**src/rtl/pll_coef_search.sv**
```systemverilog
module pll_coef_search #(
  parameter int FW = 33,
  parameter int KW = 16,
  parameter longint unsigned UNIT_HZ = 64'd1_000_000,
  parameter longint unsigned OUT_MIN = 64'd37_000_000,
  parameter longint unsigned OUT_MAX = 64'd4_500_000_000,
  parameter longint unsigned VCO_MIN = 64'd2_250_000_000,
  parameter longint unsigned VCO_MAX = 64'd4_500_000_000,
  parameter int S_LAST = 6,
  parameter int P_LAST = 4,
  parameter int M_FIRST = 64,
  parameter int M_LAST = 1023,
  localparam int SW = $clog2(S_LAST + 1),
  localparam int PW = $clog2(P_LAST + 1),
  localparam int MW = $clog2(M_LAST + 1)
) (
  input  logic          clk,
  input  logic          rst_n,
  input  logic          start,
  input  logic [FW-1:0] ref_hz,
  input  logic [FW-1:0] out_hz,
  output logic          busy,
  output logic          done,
  output logic          fail,
  output logic [PW-1:0] pre_div,
  output logic [MW-1:0] fb_mul,
  output logic [SW-1:0] post_shift,
  output logic [KW-1:0] frac
);
  localparam int XW = FW + KW + 2;
  localparam int CW = $clog2(XW + 1);

  typedef enum logic [2:0] {IDLE, CHK, SRCH, DIVF, DIVK, FIN} st_t;
  st_t st;

  logic [XW-1:0] fin_q, fout_q, vco;
  logic          intm, fail_q;
  logic [SW-1:0] s_c;
  logic [PW-1:0] p_c;
  logic [MW-1:0] m_c;
  logic [KW-1:0] k_q;
  logic [XW-1:0] rem, quo, dvsr;
  logic [CW-1:0] cnt;

  wire [XW-1:0] ref_x  = XW'(ref_hz);
  wire [XW-1:0] out_x  = XW'(out_hz);
  wire [XW-1:0] prod   = XW'(m_c) * fin_q;
  wire [XW-1:0] vp     = vco * XW'(p_c);
  wire [XW-1:0] hi     = vp + XW'(p_c);
  wire          vco_ok = (vco >= XW'(VCO_MIN)) && (vco <= XW'(VCO_MAX));
  wire          hit    = intm ? (prod >= vp && prod < hi) : (prod < hi && hi <= prod + fin_q);
  wire          bad    = (fin_q == '0) || (fout_q == '0) || (fin_q == fout_q) ||
                         (fout_q < XW'(OUT_MIN)) || (fout_q > XW'(OUT_MAX));
  wire [PW-1:0] p_first = intm ? PW'(2) : PW'(1);
  wire [XW-1:0] rsh    = {rem[XW-2:0], quo[XW-1]};
  wire          rge    = rsh >= dvsr;
  wire          last_c = (m_c == MW'(M_LAST)) && (p_c == PW'(P_LAST));

  assign busy       = (st != IDLE);
  assign done       = (st == FIN);
  assign fail       = fail_q;
  assign pre_div    = p_c;
  assign fb_mul     = m_c;
  assign post_shift = s_c;
  assign frac       = k_q;

  always_ff @(posedge clk or negedge rst_n) begin
    if (!rst_n) begin
      st <= IDLE;
      fin_q <= '0; fout_q <= '0; vco <= '0;
      intm <= 1'b0; fail_q <= 1'b0;
      s_c <= '0; p_c <= '0; m_c <= '0; k_q <= '0;
      rem <= '0; quo <= '0; dvsr <= '0; cnt <= '0;
    end else begin
      case (st)
        IDLE: if (start) begin
          fin_q  <= ref_x;
          fout_q <= out_x;
          intm   <= ((ref_x % XW'(UNIT_HZ)) == '0) && ((out_x % XW'(UNIT_HZ)) == '0);
          st     <= CHK;
        end
        CHK: begin
          s_c <= '0; p_c <= p_first; m_c <= MW'(M_FIRST);
          vco <= fout_q; k_q <= '0; fail_q <= bad;
          st  <= bad ? FIN : SRCH;
        end
        SRCH: begin
          if (vco_ok && hit) begin
            if (intm) st <= FIN;
            else begin
              rem <= '0; quo <= fin_q; dvsr <= XW'(p_c); cnt <= CW'(XW);
              st  <= DIVF;
            end
          end else if (!vco_ok || last_c) begin
            if (s_c == SW'(S_LAST)) begin
              fail_q <= 1'b1;
              st     <= FIN;
            end else begin
              s_c <= s_c + 1'b1; vco <= vco << 1;
              p_c <= p_first; m_c <= MW'(M_FIRST);
            end
          end else if (m_c == MW'(M_LAST)) begin
            m_c <= MW'(M_FIRST);
            p_c <= p_c + 1'b1;
          end else begin
            m_c <= m_c + 1'b1;
          end
        end
        DIVF, DIVK: begin
          if (cnt != '0) begin
            rem <= rge ? rsh - dvsr : rsh;
            quo <= {quo[XW-2:0], rge};
            cnt <= cnt - 1'b1;
          end else if (st == DIVF) begin
            rem  <= '0;
            quo  <= (vco - XW'(m_c) * quo) << KW;
            dvsr <= quo;
            cnt  <= CW'(XW);
            st   <= DIVK;
          end else begin
            k_q <= quo[KW-1:0];
            st  <= FIN;
          end
        end
        FIN: st <= IDLE;
        default: st <= IDLE;
      endcase
    end
  end

  wire [XW-1:0] vco_res = fout_q << post_shift;
  wire [XW-1:0] pr_res  = XW'(fb_mul) * fin_q;
  wire [XW-1:0] vp_res  = vco_res * XW'(pre_div);

  a_r1_trivial_rejected: assert property (@(posedge clk) disable iff (!rst_n)
    (done && !fail) |-> (fin_q != '0 && fout_q != '0 && fin_q != fout_q));
  a_r2_output_band: assert property (@(posedge clk) disable iff (!rst_n)
    (done && !fail) |-> (fout_q >= XW'(OUT_MIN) && fout_q <= XW'(OUT_MAX)));
  a_r3_vco_window: assert property (@(posedge clk) disable iff (!rst_n)
    (done && !fail) |-> (post_shift <= SW'(S_LAST) && vco_res >= XW'(VCO_MIN) && vco_res <= XW'(VCO_MAX)));
  a_r4_integer_exact: assert property (@(posedge clk) disable iff (!rst_n)
    (done && !fail && intm) |-> (frac == '0 && pre_div >= PW'(2) && pre_div <= PW'(P_LAST) &&
                                 pr_res >= vp_res && pr_res < vp_res + XW'(pre_div)));
  a_r5_frac_bracket: assert property (@(posedge clk) disable iff (!rst_n)
    (done && !fail && !intm) |-> (pre_div >= PW'(1) && pre_div <= PW'(P_LAST) &&
                                  pr_res < vp_res + XW'(pre_div) && vp_res + XW'(pre_div) <= pr_res + fin_q));
  a_r7_m_range: assert property (@(posedge clk) disable iff (!rst_n)
    (done && !fail) |-> (fb_mul >= MW'(M_FIRST) && fb_mul <= MW'(M_LAST)));
  a_r9_done_single: assert property (@(posedge clk) disable iff (!rst_n)
    done |=> !done);
  a_r9_busy_from_start: assert property (@(posedge clk) disable iff (!rst_n)
    $rose(busy) |-> $past(start));
  a_r9_result_hold: assert property (@(posedge clk) disable iff (!rst_n)
    (!busy && !start) |=> ($stable(fail) && $stable(pre_div) && $stable(fb_mul) && $stable(post_shift) && $stable(frac)));
  a_r10_inputs_kept: assert property (@(posedge clk) disable iff (!rst_n)
    busy |=> ($stable(fin_q) && $stable(fout_q)));
endmodule

```
**config.mk**
```make
export PLATFORM = sky130hd
export DESIGN_NAME = pll_coef_search
export DESIGN_NICKNAME = d
export VERILOG_FILES = /design/src/rtl/pll_coef_search.sv
export SDC_FILE = /design/constraint.sdc
export NUM_CORES = 2
export LEC_CHECK = 0
export BUFFER_PORTS_ARGS = -buffer_cell sky130_fd_sc_hd__buf_2
export CAP_MARGIN = 20
export CORE_ASPECT_RATIO = 0.75
export CORE_MARGIN = 3
export CORE_UTILIZATION = 30
export CTS_CLUSTER_DIAMETER = 40
export CTS_CLUSTER_SIZE = 20
export DETAILED_ROUTE_END_ITERATION = 12
export PLACE_DENSITY = 0.52
export RECOVER_POWER = 100
export SLEW_MARGIN = 20
export SYNTH_ARGS = -nofsm -noshare
export SYNTH_HDL_FRONTEND = slang
export SYNTH_SLANG_ARGS = --single-unit
export TNS_END_PERCENT = 50
```
**constraint.sdc**
```tcl
create_clock -name clk -period 20.1 [get_ports clk]
set_input_delay 1.005 -clock clk [delete_from_list [all_inputs] [get_ports clk]]
set_output_delay 1.005 -clock clk [all_outputs]
set_load 0.02 [all_outputs]
```
==> impl_summary.md <==
Logic synthesis
The area share of fa/ha/maj cells after synthesis is 0.247. The commonest cells after synthesis are nand2_1 (1,003), inv_1 (815), fa_1 (555). The unique cell type count in the Yosys netlist is 146.

The net count of the mapped netlist is 9,496. The number of synthesis warnings is 0. The number of flops mapped to enable cells by yosys is 0.

The share of the synthesized netlist area taken by xor and xnor gates is 0.0835. Of the total synthesized cell area, the portion taken by AND, OR, NAND and NOR gates is 0.224. Among all flip-flop cells after synthesis, the most frequent one is dfrtp_1. In the synthesized netlist, the number of instances is 8,468.

The fraction of synthesis flops using an asynchronous set or reset pin is 1.00. The share of synthesized area in the top cell type comes to 0.167. The flip-flop and latch count after synthesis is 312. The average instance area after synthesis is 7.86 µm².

The dominant combinational cell family by area after synthesis is adder cells. The mapped cell area is 66,600 µm². The leading cell type by number of instances after synthesis is nand2_1. The biggest area contributor in the post-synthesis netlist is fa_1.

Of the post-synthesis cell area, the part taken by muxes is 0.0287. Ranked by total cell area, the synthesized netlist is headed by fa_1 (17%), dfrtp_1 (12%), ha_1 (7.6%). The share of the synthesized area in compound gates (AO/OA/AOI/OAI) is 0.226. Of the synthesized area, sequential elements account for 0.117.

Timing
The final sum of negative setup slack is 0 ns. The final-report max-slew violation count is 1,051. The worst max-slew margin expressed relative to the limit is -2.65. The clock period minus final worst setup slack is 19.18 ns. Once routing completed, OpenROAD measured the worst setup slack at 0.917 ns. The final cycle utilization of the critical path is 0.954.

Timing would allow up to 52.1 MHz. The worst clock skew is 0.0373 ns. The count of endpoints failing hold in the final timing report was 0. The setup-violating endpoint count in the final report is 0. At the pin with the least slew margin, the transition time is 5.48 ns.

Floorplanning
In this run the horizontal extent of the chip is 550 µm. The I/O pin count is 104. The number of cell rows is 149. The initial utilization of the core area, before any placement, comes to 0.302. The floorplan step defined a core boundary enclosing 220,000 µm². The die covers 228,000 µm². From bottom edge to top edge, the die measures 414 µm.

Worst setup path
By instance count, the cell type seen most on the critical path is buf_4. STA classifies the critical path startpoint as an input pin. The timing startpoint of the critical path is ref_hz[26].

The worst register-to-register path begins at fb_mul[9]$_DFFE_PN0P_. The worst setup path is captured at a flip-flop. The critical path in this run is classified as in -> reg.

Of all nets on the critical path, the largest fanout is 15. The setup check on the worst reg-to-reg path leaves a slack of 1.59 ns. In this design, the stage delay of the slowest critical-path cell is 0.72 ns. The depth of the worst register-to-register path is 56. Among all stages on the critical path, the largest delay is contributed by a2111oi_1. The required time at the worst-slack endpoint is 20.67 ns.

The arrival time reported for the critical path endpoint is 19.75 ns.

Job
Max-cap violations in this run came to 19.

Min path
In this run the worst hold path is classified as reg -> reg. The startpoint of the most critical hold path is frac[5]$_DFFE_PN0P_. Along the worst hold path, the cell count comes to 2.

Global route
The number of global-route vias before repair is 63,000. The maximum number of pins on one net before global-route repair is 97. The number of antenna violations at the first check in global routing is 14.

For this run, the total global-route usage over all layers was measured as 0.222. The total overflow reported by the global router is 0. The wire length of the first global-routing pass is 397,000 µm.

Drt
The residual antenna-violating net count after detailed routing is 0. The via count is 65,300. The number of detailed-route iterations in the first pass is 7. After detailed routing, the average wire length per cell comes to 21.8 µm. The overall routed net length is 257,000 µm. The number of remaining DRC errors is 0.

The violation count after the first detailed-routing iteration is 6,067. Using the TritonRoute via totals, the vias-per-cell ratio works out to 5.54.

Clock network
TritonCTS built the clock tree. The clock-pin slew on the worst setup and hold paths is 0.05 ns. The hold-fix buffer count after cts is 0. CTS saw 312 sinks. In this run the deepest clock path goes through 3 buffers. The clock latency on the worst-skew pair is 0.69 ns.

In this run, CTS created clock tree buffers numbering 78. The clock root buffer is clkbuf_16. The deepest level of the CTS H-tree is 3.

Cells and area
The ratio of cells with drive above 1 in the final layout is 0.130. The finished layout cell area is 76,400 µm². Compared with the post-synthesis result, the final layout area differs by 14.8%.

The net count of the finished layout is 9,784.

Placed design
The congestion estimate from routability-driven global placement came to 0.982. Prior to clock tree synthesis, the placed netlist has a worst setup slack of -1.30 ns. In this run the cell area measured after placement is 73,100 µm². Once detailed placement completed, the half-perimeter wirelength came to 204,000 µm.

The number of port buffers is 103.

Status
The checks that failed: capacitance limit, slew limit. The run finished, with violations left.
timing repair:
| item | CTS | global route |
|---|---|---|
| gates resized for setup | 7 | 83 |
| setup buffers | 0 | 19 |
| pin swaps | 0 | 14 |
| endpoints found under the setup margin | 1 | 1 |
flip-flops by register name, summed over array words and instances, names as in the netlist:
register / count
fin_q: 33
st: 3
vco: 51
pre_div: 3
rem: 50
intm: 1
frac: 16
cnt: 6
dvsr: 51
post_shift: 3
quo: 51
fout_q: 33
fail: 1
fb_mul: 10
critical path, delay by kind of cell:
kind | cells | cell delay (ns)
compound gates | 32 | 9.33
simple gates | 22 | 7.33
buf+inv | 6 | 1.16
xor+xnor | 3 | 0.56
fa+ha+maj | 1 | 0.32
metal layers:
layer	wire, µm	vias up	GRT usage	part of all wire
li1	-	30300	-	-
met1	128000	32300	0.347	0.50
met2	106000	2437	0.322	0.41
met3	18500	237	0.0266	0.072
met4	4530	0	0.0417	0.018
met5	0	-	0	0
through the flow:
stage,util,std cells,hold slack (ns)
after floorplan,-,8468,0.450
after global placement,0.332,11600,0.465
after detailed placement,0.332,11600,0.472
after CTS,0.345,11700,0.298
after global routing,0.347,11800,0.511
final,0.347,11800,0.482
worst paths after layout:
kind,end
setup / recovery,intm$_DFFE_PN0P_
hold / removal,frac[5]$_DFFE_PN0P_
setup reg to reg,cnt[5]$_DFFE_PN0P_
hold reg to reg,frac[5]$_DFFE_PN0P_
max in group asynchronous,pre_div[1]$_DFFE_PN0P_
min in group asynchronous,frac[14]$_DFFE_PN0P_
logic make-up after synthesis:
logic type	after synthesis
simple gates	2972
compound gates	2138
buf+inv	1257
fa+ha+maj	987
xor+xnor	622
flops	312
mux	180
placed cells by master (no fill, tap or decap), types with 83 or more instances in the layout:
| cell | instances |
|---|---|
| and2_1 | 373 |
| mux2i_1 | 94 |
| inv_1 | 815 |
| ha_1 | 403 |
| nand2_1 | 1001 |
| nand2b_1 | 91 |
| nand4_1 | 108 |
| a21oi_1 | 412 |
| nor2_1 | 427 |
| mux2_2 | 83 |
| buf_4 | 518 |
| dfrtp_1 | 300 |
| fa_1 | 555 |
| xnor2_1 | 457 |
| o21ai_0 | 439 |
| xor2_1 | 146 |
| a21o_1 | 184 |
| nand3_1 | 269 |
| nor3_1 | 181 |
final cells by class:
cell class / count / area, µm²
fill: 23200 / 144000
antenna: 4 / 10.0
clock inverter: 54 / 779
sequential: 312 / 7820
inverter: 816 / 3060
clock buffer: 91 / 2100
multi-input combinational: 6899 / 54400
timing repair buffer: 649 / 4580
tap: 2944 / 3680
Power is not shown: default switching activity piles up to over one toggle a cycle in this logic, so the estimate is an artifact.
